File: config.mk
export PLATFORM = sky130hd
export DESIGN_NAME = err_logger
export DESIGN_NICKNAME = d
export VERILOG_FILES = /design/src/rtl/err_log_pkg.sv /design/src/rtl/err_status_regs.sv /design/src/rtl/err_capture.sv /design/src/rtl/err_serr_pulse.sv /design/src/rtl/err_logger.sv
export SDC_FILE = /design/constraint.sdc
export NUM_CORES = 1
export LEC_CHECK = 0
export ABC_CLOCK_PERIOD_IN_PS = 4410
export BUFFER_PORTS_ARGS = -buffer_cell sky130_fd_sc_hd__buf_4
export CORE_MARGIN = 5
export CORE_UTILIZATION = 51
export CTS_CLUSTER_DIAMETER = 120
export DETAILED_ROUTE_END_ITERATION = 10
export PLACE_DENSITY = 0.85
export REMOVE_ABC_BUFFERS = 1
export SLEW_MARGIN = 20
export SYNTH_ARGS = -nofsm -noshare
export SYNTH_HDL_FRONTEND = slang
export SYNTH_SLANG_ARGS = --single-unit
File: constraint.sdc
create_clock -name clk -period 4.41 [get_ports clk]
set_input_delay 0.882 -clock clk [delete_from_list [all_inputs] [get_ports clk]]
set_output_delay 0.882 -clock clk [all_outputs]
set_load 0.02 [all_outputs]
File: src/rtl/err_log_pkg.sv
package err_log_pkg;

    localparam int ERR_SRC_N   = 6;
    localparam int ERR_ADDR_W  = 32;
    localparam int ERR_DATA_W  = 32;
    localparam int ERR_HOLDOFF = 4;

    typedef enum logic {
        CSR_FIRST = 1'b0,
        CSR_NEXT  = 1'b1
    } csr_sel_e;

    typedef struct packed {
        logic [ERR_ADDR_W-1:0] addr;
        logic [ERR_DATA_W-1:0] data;
    } cap_t;

    function automatic int unsigned cnt_width(input int unsigned maxval);
        return (maxval < 2) ? 1 : $clog2(maxval + 1);
    endfunction

endpackage

File: src/rtl/err_status_regs.sv
module err_status_regs #(
    parameter int NUM_SRC = 6
) (
    input  logic               clk,
    input  logic               rst,
    input  logic [NUM_SRC-1:0] evt,
    input  logic [NUM_SRC-1:0] clr_first,
    input  logic [NUM_SRC-1:0] clr_next,
    output logic [NUM_SRC-1:0] first_q,
    output logic [NUM_SRC-1:0] next_q,
    output logic               first_empty
);
    localparam logic [NUM_SRC-1:0] ONE = NUM_SRC'(1);

    logic [NUM_SRC-1:0] lowest;
    logic [NUM_SRC-1:0] load_bits;
    logic [NUM_SRC-1:0] spill_bits;

    always_comb begin
        first_empty = (first_q == '0);
        lowest      = evt & (~evt + ONE);
        load_bits   = first_empty ? lowest : '0;
        spill_bits  = first_empty ? (evt & ~lowest) : evt;
    end

    always_ff @(posedge clk) begin
        if (rst) begin
            first_q <= '0;
            next_q  <= '0;
        end else begin
            first_q <= (first_q & ~clr_first) | load_bits;
            next_q  <= (next_q & ~clr_next) | spill_bits;
        end
    end

    // at most one bit recorded as first error
    a_r2_first_onehot: assert property (@(posedge clk) disable iff (rst)
        $onehot0(first_q));

    // a held first error only changes through a clear
    a_r2_first_held: assert property (@(posedge clk) disable iff (rst)
        (first_q != '0 && clr_first == '0) |=> $stable(first_q));

    // next-error bits are not lost without a clear
    a_r4_next_sticky: assert property (@(posedge clk) disable iff (rst)
        (clr_next == '0) |=> ((next_q & $past(next_q)) == $past(next_q)));

    // simultaneous events on an empty register spill into next-error
    a_r3_spill: assert property (@(posedge clk) disable iff (rst)
        (first_empty && $countones(evt) > 1) |=> (next_q != '0));

endmodule

File: src/rtl/err_capture.sv
module err_capture
    import err_log_pkg::*;
#(
    parameter int                 NUM_SRC  = 6,
    parameter logic [NUM_SRC-1:0] PCI_MASK = 6'b000111
) (
    input  logic                  clk,
    input  logic                  rst,
    input  logic [NUM_SRC-1:0]    evt,
    input  logic                  open_win,
    input  logic [ERR_ADDR_W-1:0] addr_in,
    input  logic [ERR_DATA_W-1:0] data_in,
    output cap_t                  cap_q
);
    logic bus_hit;

    always_comb bus_hit = |(evt & PCI_MASK);

    always_ff @(posedge clk) begin
        if (rst) begin
            cap_q <= '0;
        end else if (open_win && bus_hit) begin
            cap_q.addr <= addr_in;
            cap_q.data <= data_in;
        end
    end

    // capture frozen while a first error is held
    a_r7_frozen: assert property (@(posedge clk) disable iff (rst)
        !open_win |=> $stable(cap_q));

    // a bus-side event on an open window is stored
    a_r6_capture: assert property (@(posedge clk) disable iff (rst)
        (open_win && bus_hit) |=> (cap_q.addr == $past(addr_in) && cap_q.data == $past(data_in)));

endmodule

File: src/rtl/err_serr_pulse.sv
module err_serr_pulse
    import err_log_pkg::*;
#(
    parameter int HOLDOFF = 4
) (
    input  logic clk,
    input  logic rst,
    input  logic req,
    output logic serr
);
    localparam int CW = cnt_width(HOLDOFF + 1);

    logic [CW-1:0] hold_q;

    always_ff @(posedge clk) begin
        if (rst) begin
            serr   <= 1'b0;
            hold_q <= '0;
        end else if (req && hold_q == '0) begin
            serr   <= 1'b1;
            hold_q <= CW'(HOLDOFF);
        end else begin
            serr   <= 1'b0;
            hold_q <= (hold_q != '0) ? hold_q - 1'b1 : hold_q;
        end
    end

    // checker: cycles since the last pulse, counted independently
    logic [CW-1:0] gap_q;
    always_ff @(posedge clk) begin
        if (rst)
            gap_q <= CW'(HOLDOFF + 1);
        else if (serr)
            gap_q <= CW'(1);
        else if (gap_q <= CW'(HOLDOFF))
            gap_q <= gap_q + 1'b1;
    end

    // pulse lasts one cycle
    a_r8_one_cycle: assert property (@(posedge clk) disable iff (rst)
        serr |=> !serr);

    // pulse only follows a request
    a_r8_caused: assert property (@(posedge clk) disable iff (rst)
        serr |-> $past(req));

    // pulses are separated by more than the holdoff
    a_r9_holdoff: assert property (@(posedge clk) disable iff (rst)
        serr |-> (gap_q > CW'(HOLDOFF)));

endmodule

File: src/rtl/err_logger.sv
module err_logger
    import err_log_pkg::*;
#(
    parameter int                 NUM_SRC   = ERR_SRC_N,
    parameter logic [NUM_SRC-1:0] PCI_MASK  = 6'b000111,
    parameter logic [NUM_SRC-1:0] SERR_MASK = 6'b101011,
    parameter int                 HOLDOFF   = ERR_HOLDOFF
) (
    input  logic                  clk,
    input  logic                  rst,
    input  logic [NUM_SRC-1:0]    evt_i,
    input  logic [ERR_ADDR_W-1:0] pci_addr_i,
    input  logic [ERR_DATA_W-1:0] pci_data_i,
    input  logic                  csr_wr_i,
    input  logic                  csr_sel_i,
    input  logic [NUM_SRC-1:0]    csr_wdata_i,
    output logic [NUM_SRC-1:0]    first_err_o,
    output logic [NUM_SRC-1:0]    next_err_o,
    output logic [ERR_ADDR_W-1:0] cap_addr_o,
    output logic [ERR_DATA_W-1:0] cap_data_o,
    output logic                  serr_o
);
    csr_sel_e           sel;
    logic [NUM_SRC-1:0] clr_first;
    logic [NUM_SRC-1:0] clr_next;
    logic               first_empty;
    logic               serr_req;
    cap_t               cap;

    always_comb begin
        sel       = csr_sel_e'(csr_sel_i);
        clr_first = (csr_wr_i && sel == CSR_FIRST) ? csr_wdata_i : '0;
        clr_next  = (csr_wr_i && sel == CSR_NEXT)  ? csr_wdata_i : '0;
        serr_req  = |(evt_i & SERR_MASK);
    end

    err_status_regs #(.NUM_SRC(NUM_SRC)) u_regs (
        .clk         (clk),
        .rst         (rst),
        .evt         (evt_i),
        .clr_first   (clr_first),
        .clr_next    (clr_next),
        .first_q     (first_err_o),
        .next_q      (next_err_o),
        .first_empty (first_empty)
    );

    err_capture #(.NUM_SRC(NUM_SRC), .PCI_MASK(PCI_MASK)) u_cap (
        .clk      (clk),
        .rst      (rst),
        .evt      (evt_i),
        .open_win (first_empty),
        .addr_in  (pci_addr_i),
        .data_in  (pci_data_i),
        .cap_q    (cap)
    );

    err_serr_pulse #(.HOLDOFF(HOLDOFF)) u_serr (
        .clk  (clk),
        .rst  (rst),
        .req  (serr_req),
        .serr (serr_o)
    );

    always_comb begin
        cap_addr_o = cap.addr;
        cap_data_o = cap.data;
    end

    // a cycle with only non-requesting sources gives no pulse
    a_r10_quiet: assert property (@(posedge clk) disable iff (rst)
        ((evt_i & SERR_MASK) == '0) |=> !serr_o);

endmodule

==> results.toml, run 1 <==
[final_layout]
finalCoreUtilization = 0.704
drive_gt1_frac = 0.338
layout.cells.non_filler = 617
fin_area_um2 = 5020
area_growth_pct = 36.9
fin_nets = 595
antenna_cells = 0

[timing]
slew_viol_final = 0
worstMarginPinSlew_ns = 1.09
finalSetupViolCount = 0
hold_viol_final = 0
slew_headroom = 0.273
fin_ws_ns = 2.07
fin_setup_tns_ns = 0
clock_skew_ns = 0.0165
timing.final.crit_share = 0.532
hold_ws_ns = 0.458
rsz0062_at_grt = "no"
fmax_ghz = 0.426
min_period_ns = 2.34

[power]
p_total_mw = 2.12
peakVddDrop_uv = 225
power_density_nw_per_um2 = 422
p_leak_nw = 2.37

[min_path]
hold_class = "reg2reg"
hp-start = "u_regs.next_q[1]$_SDFF_PP0_"

[cts]
cts_inserted_buffers = 9
cts_tree = "done"
clk_latency_ns = 0.34
cts_resized = 0
root_buffer = "clkbuf_8"
postCtsSetupBuffers = 0
hold_buffers = 0
cts_max_level = 3
cts.sinks = 80
cts_buffer_depth = 2
path_clk_slew_ns = 0.08

[place]
dp_slack_ns = 2.04
dpl_cell_area_um2 = 4780
numPortBuffers = 156
placed_cells = 601
place_congestion = 0.834
dp_hpwl_um = 6120

[yosys]
ys_ff_latch = 80
synth_seq_area_share = 0.436
yosys.cell_count.top_type = "nand2b_1"
ys_async_sr_fraction = 0
ys_top_cells_by_area = "dfxtp_1 (44%), nand2b_1 (22%), mux2i_1 (18%)"
yosysTopAreaCell = "dfxtp_1"
post_synth_num_cell_types = 27
avgSynthCellArea_um2 = 9.95
syn_area_um2 = 3670
ys.flop_type = "dfxtp_1"
synth_top_area_frac = 0.436
yosysWarnings = 0
synth_edf_count = 0
synth.top_cells.by_count = "nand2b_1 (130), dfxtp_1 (80), mux2i_1 (65), clkbuf_1 (15), a21oi_1 (13)"
netlist_instances = 369

[worst_setup_path]
worstSetupPathType = "reg2reg"
required_ns = 4.65
critPathLaunch = "u_regs.first_q[1]$_SDFF_PP0_"
cp-end-kind = "register"
r2r_cells = 3
rr_endpoint = "u_cap.cap_q[63]$_SDFFE_PP0P_"
reg2reg_slack_ns = 2.07
critPathSlowestCell = "o311a_4"
crit_path_end = "u_cap.cap_q[63]$_SDFFE_PP0P_"
slowest_delay_ns = 1.01
crit_chain = "nor4_4 -> o311a_4 -> mux2i_1"
crit_arrival_ns = 2.59
cp_max_fo = 64
cp-start-kind = "register"
rr_startpoint = "u_regs.first_q[1]$_SDFF_PP0_"

[routing]
first_pass_iters = 4
num_vias = 3009
wirelength_um = 8520
wl_per_cell_um = 13.8
drc = 0
ant_nets = 0
vias_per_cell = 4.88
drtIter0Drc = 109

[grt]
grt_pass1_vias = 3001
track_usage = 0.182
antenna_found_initial = 0
overflow = 0
grt_max_degree = 145
grt_pass1_wl_um = 13200

[floorplanning]
core_area_um2 = 7140
num_rows = 31
start_util = 0.514
dieArea_um2 = 8990
die_h_um = 94.8
pin_count = 157
fp.dieW_um = 94.8

[status]
outcome = "completed"

[run]
maxCapViolations = 0
==> area by class of cell <==
class	count	area, um^2
multi-input cells	257	1850
clock buffers	11	141
repair buffers	156	1170
flip-flops and latches	80	1600
inverters	9	33.8
clock inverters	5	104
fillers	606	2110
well taps	99	124
==> cell families (layout without fill, tap and decap cells) <==
logic type | count (synthesis) | count (layout) | share of synthesized area
AND/OR/NAND/NOR | 162 | 162 | 0.271
flip-flops | 80 | 80 | 0.436
multiplexers | 65 | 65 | 0.177
buffers and inverters | 32 | 181 | 0.0627
AO/OA/AOI/OAI | 27 | 27 | 0.0436
adder cells (fa/ha/maj) | 2 | 2 | 0.00682
XOR/XNOR | 1 | 1 | 0.00239
==> worst max-delay path: cells and delay by family (launching register included) <==
kind	cells	cell delay [ns]
and+or+nand+nor	1	0.54
muxes	1	0.28
AOI/OAI and AO/OA	1	1.01
DFF	1	0.35
==> per-layer routing <==
layer,share of wire,routed length [um],track usage,vias up
met4,0.018,150,0.0661,0
met3,0.087,745,0.0542,14
met5,0,0,0,-
li1,-,-,-,1509
met2,0.50,4260,0.320,116
met1,0.39,3360,0.209,1370
==> power by group <==
part           leakage, nW  internal, mW  switching [mW]
sequential           0.661         0.818          0.0542
clock                0.124         0.392           0.256
combinational         1.59         0.295           0.307
==> state kept, by name (all words and copies together) (netlist names) <==
register / cells
u_cap.cap_q: 64
u_regs.next_q: 6
u_regs.first_q: 6
u_serr.hold_q: 3
u_serr.serr: 1
==> placed cells by master, fill, tap and decap left out, types with 2 or more instances in the layout <==
cell type	n
nand2b_1	130
mux2i_1	65
ha_1	2
buf_4	156
a21oi_1	13
nand2_1	6
o21ai_0	7
dfxtp_1	80
nor3_1	2
nor2_1	6
o31ai_1	2
nand4b_1	2
or4_1	2
nor4_1	2
clkbuf_8	10
nand4_1	2
o41ai_1	2
nand3_1	8
bufinv_16	3
inv_1	9
==> worst min-delay path by stage <==
stage | end | slack (ns) | cells past startpoint
after detailed placement | u_regs.next_q[1]$_SDFF_PP0_ | 0.45 | 2
after global placement | u_regs.next_q[3]$_SDFF_PP0_ | 0.44 | 2
final | u_regs.next_q[1]$_SDFF_PP0_ | 0.46 | 2
after CTS | u_regs.next_q[1]$_SDFF_PP0_ | 0.46 | 2
after floorplan | u_serr.hold_q[1]$_SDFFE_PP0P_ | 0.48 | 2
after global routing | u_regs.next_q[5]$_SDFF_PP0_ | 0.48 | 2
Note: power is estimated with default switching activity, not from simulation.
==> run 2: changes to the inputs <==
- ABC_AREA: unset -> 1
- ABC_CLOCK_PERIOD_IN_PS: 4410 -> 2200
- CORE_UTILIZATION: 51 -> 47
- PLACE_DENSITY: 0.85 -> 0.8
- clock period: 4.41 -> 2.2 ns (I/O delays scaled with it)
==> results.toml, run 2 <==
[timing]
slew_viol_final = 0
min_period_ns = 1.70
finalSetupViolCount = 0
slew_headroom = 0.646
timing.final.crit_share = 0.771
rsz0062_at_grt = "no"
fin_ws_ns = 0.505
fmax_ghz = 0.590
hold_viol_final = 0
fin_setup_tns_ns = 0
worstMarginPinSlew_ns = 0.531
clock_skew_ns = 0.0106

[worst_setup_path]
required_ns = 2.44
worstSetupPathType = "reg2reg"
reg2reg_slack_ns = 0.50
cp-end-kind = "register"
crit_arrival_ns = 1.93
cp_max_fo = 128
r2r_cells = 7
cp-start-kind = "register"
rr_endpoint = "u_cap.cap_q[55]$_SDFFE_PP0P_"
rr_startpoint = "u_regs.first_q[5]$_SDFF_PP0_"
critPathLaunch = "u_regs.first_q[5]$_SDFF_PP0_"

[routing]
ant_nets = 0
num_vias = 3317
wirelength_um = 7970
vias_per_cell = 4.33
wl_per_cell_um = 10.4
drtIter0Drc = 94
first_pass_iters = 4
drc = 0

[final_layout]
layout.cells.non_filler = 766
reg_top3 = "u_cap.cap_q: 64 flops, u_regs.first_q: 6 flops, u_regs.next_q: 6 flops"
fin_nets = 744
final_cell_mix = "buf_4 (156), nand2_1 (150), nor2_1 (138)"
multiInputGateArea_um2 = 1320
top_register = "u_cap.cap_q"
final_common_cell = "buf_4"
largest_reg_flops = 64
drive_gt1_frac = 0.267
area_growth_pct = 40.8
antenna_cells = 0
num-fill-cells = 617
seqCellArea_um2 = 1600
fin_area_um2 = 4800

[cts]
clk_latency_ns = 0.34
cts.sinks = 80
cts_max_level = 3
path_clk_slew_ns = 0.08
hold_buffers = 0
cts_inserted_buffers = 9
cts_buffer_depth = 2
cts_resized = 0
cts_tree = "done"
postCtsSetupBuffers = 0
root_buffer = "clkbuf_8"

[min_path]
hold_class = "in2reg"
hp-start = "rst"
hold-path-cell-count = 2
hold_end = "u_regs.next_q[3]$_SDFF_PP0_"

[floorplanning]
pin_count = 157
core_area_um2 = 7180
num_rows = 31
fp.dieW_um = 95.2
dieArea_um2 = 9060
die_h_um = 95.2
start_util = 0.476

[place]
dpl_cell_area_um2 = 4570
dp_slack_ns = 0.528
place_congestion = 0.786
numPortBuffers = 156
placed_cells = 750
dp_hpwl_um = 6020

[power]
p_leak_nw = 2.78
p_total_mw = 4.52
power_density_nw_per_um2 = 940
peakVddDrop_uv = 572

[yosys]
syn_area_um2 = 3410
ys_top_cells_by_area = "dfxtp_1 (47%), nand2_1 (17%), nor2_1 (15%)"
ys_ff_latch = 80
synth_seq_area_share = 0.469
ys.flop_type = "dfxtp_1"
synth.top_cells.by_count = "nand2_1 (150), nor2_1 (138), inv_1 (82), dfxtp_1 (80)"
yosys.cell_count.top_type = "nand2_1"
synth_top_area_frac = 0.469
synth_edf_count = 0
yosysTopAreaCell = "dfxtp_1"
post_synth_num_cell_types = 17
avgSynthCellArea_um2 = 6.63
netlist_instances = 515
yosysWarnings = 0
ys_async_sr_fraction = 0

[grt]
grt_max_degree = 129
grt_pass1_vias = 2992
grt_pass1_wl_um = 12700
track_usage = 0.177
antenna_found_initial = 0
overflow = 0

[run]
maxCapViolations = 0

[status]
outcome = "completed"
## run 2: metal layers
layer	GRT usage	wire length [um]	up-vias
li1	-	-	1776
met1	0.195	3200	1409
met2	0.283	3630	124
met3	0.0908	1040	8
met4	0.0769	100	0
met5	0	0	-
## run 2: metrics by stage
stage,util,hold WS (ns)
after floorplan,-,0.454
after global placement,0.637,0.463
after detailed placement,0.637,0.469
after CTS,0.670,0.353
after global routing,0.670,0.352
final,0.670,0.372
## run 2: worst max path at each step
stage,end,slack [ns],depth (start not counted)
after CTS,u_cap.cap_q[12]$_SDFFE_PP0P_,0.52,7
after global placement,u_cap.cap_q[62]$_SDFFE_PP0P_,0.58,9
final,u_cap.cap_q[55]$_SDFFE_PP0P_,0.50,7
after floorplan,u_cap.cap_q[0]$_SDFFE_PP0P_,-1.24,6
after detailed placement,u_cap.cap_q[12]$_SDFFE_PP0P_,0.53,9
after global routing,u_cap.cap_q[24]$_SDFFE_PP0P_,0.37,7
## run 2: power breakdown
part           leakage, nW  internal, mW  switching [mW]
Clock                0.110         0.755           0.504
Sequential           0.665          1.68           0.117
Combinational         2.00         0.603           0.855
## run 2: worst max-delay path, stage by stage, from the launching register on
cell,delay (ns)
dfxtp_1,0.33
nor2_1,0.15
nand3_1,0.23
nor2_4,0.17
buf_12,0.36
nand2_1,0.11
nand2_1,0.09
nor2_1,0.04
## run 2: logic make-up after synthesis
| group | share of synthesized area |
|---|---|
| compound gates | 0.0381 |
| fa+ha+maj | 0.00733 |
| xor+xnor | 0.00257 |
| flops | 0.469 |
| buf+inv | 0.145 |
| simple gates | 0.337 |
## run 2: area by class of cell
class / instances / area share
clock inverters: 5 / 0.0219
repair buffers: 158 / 0.252
well taps: 99 / 0.0258
flip-flops and latches: 80 / 0.333
multi-input cells: 330 / 0.275
clock buffers: 11 / 0.0273
inverters: 83 / 0.0648
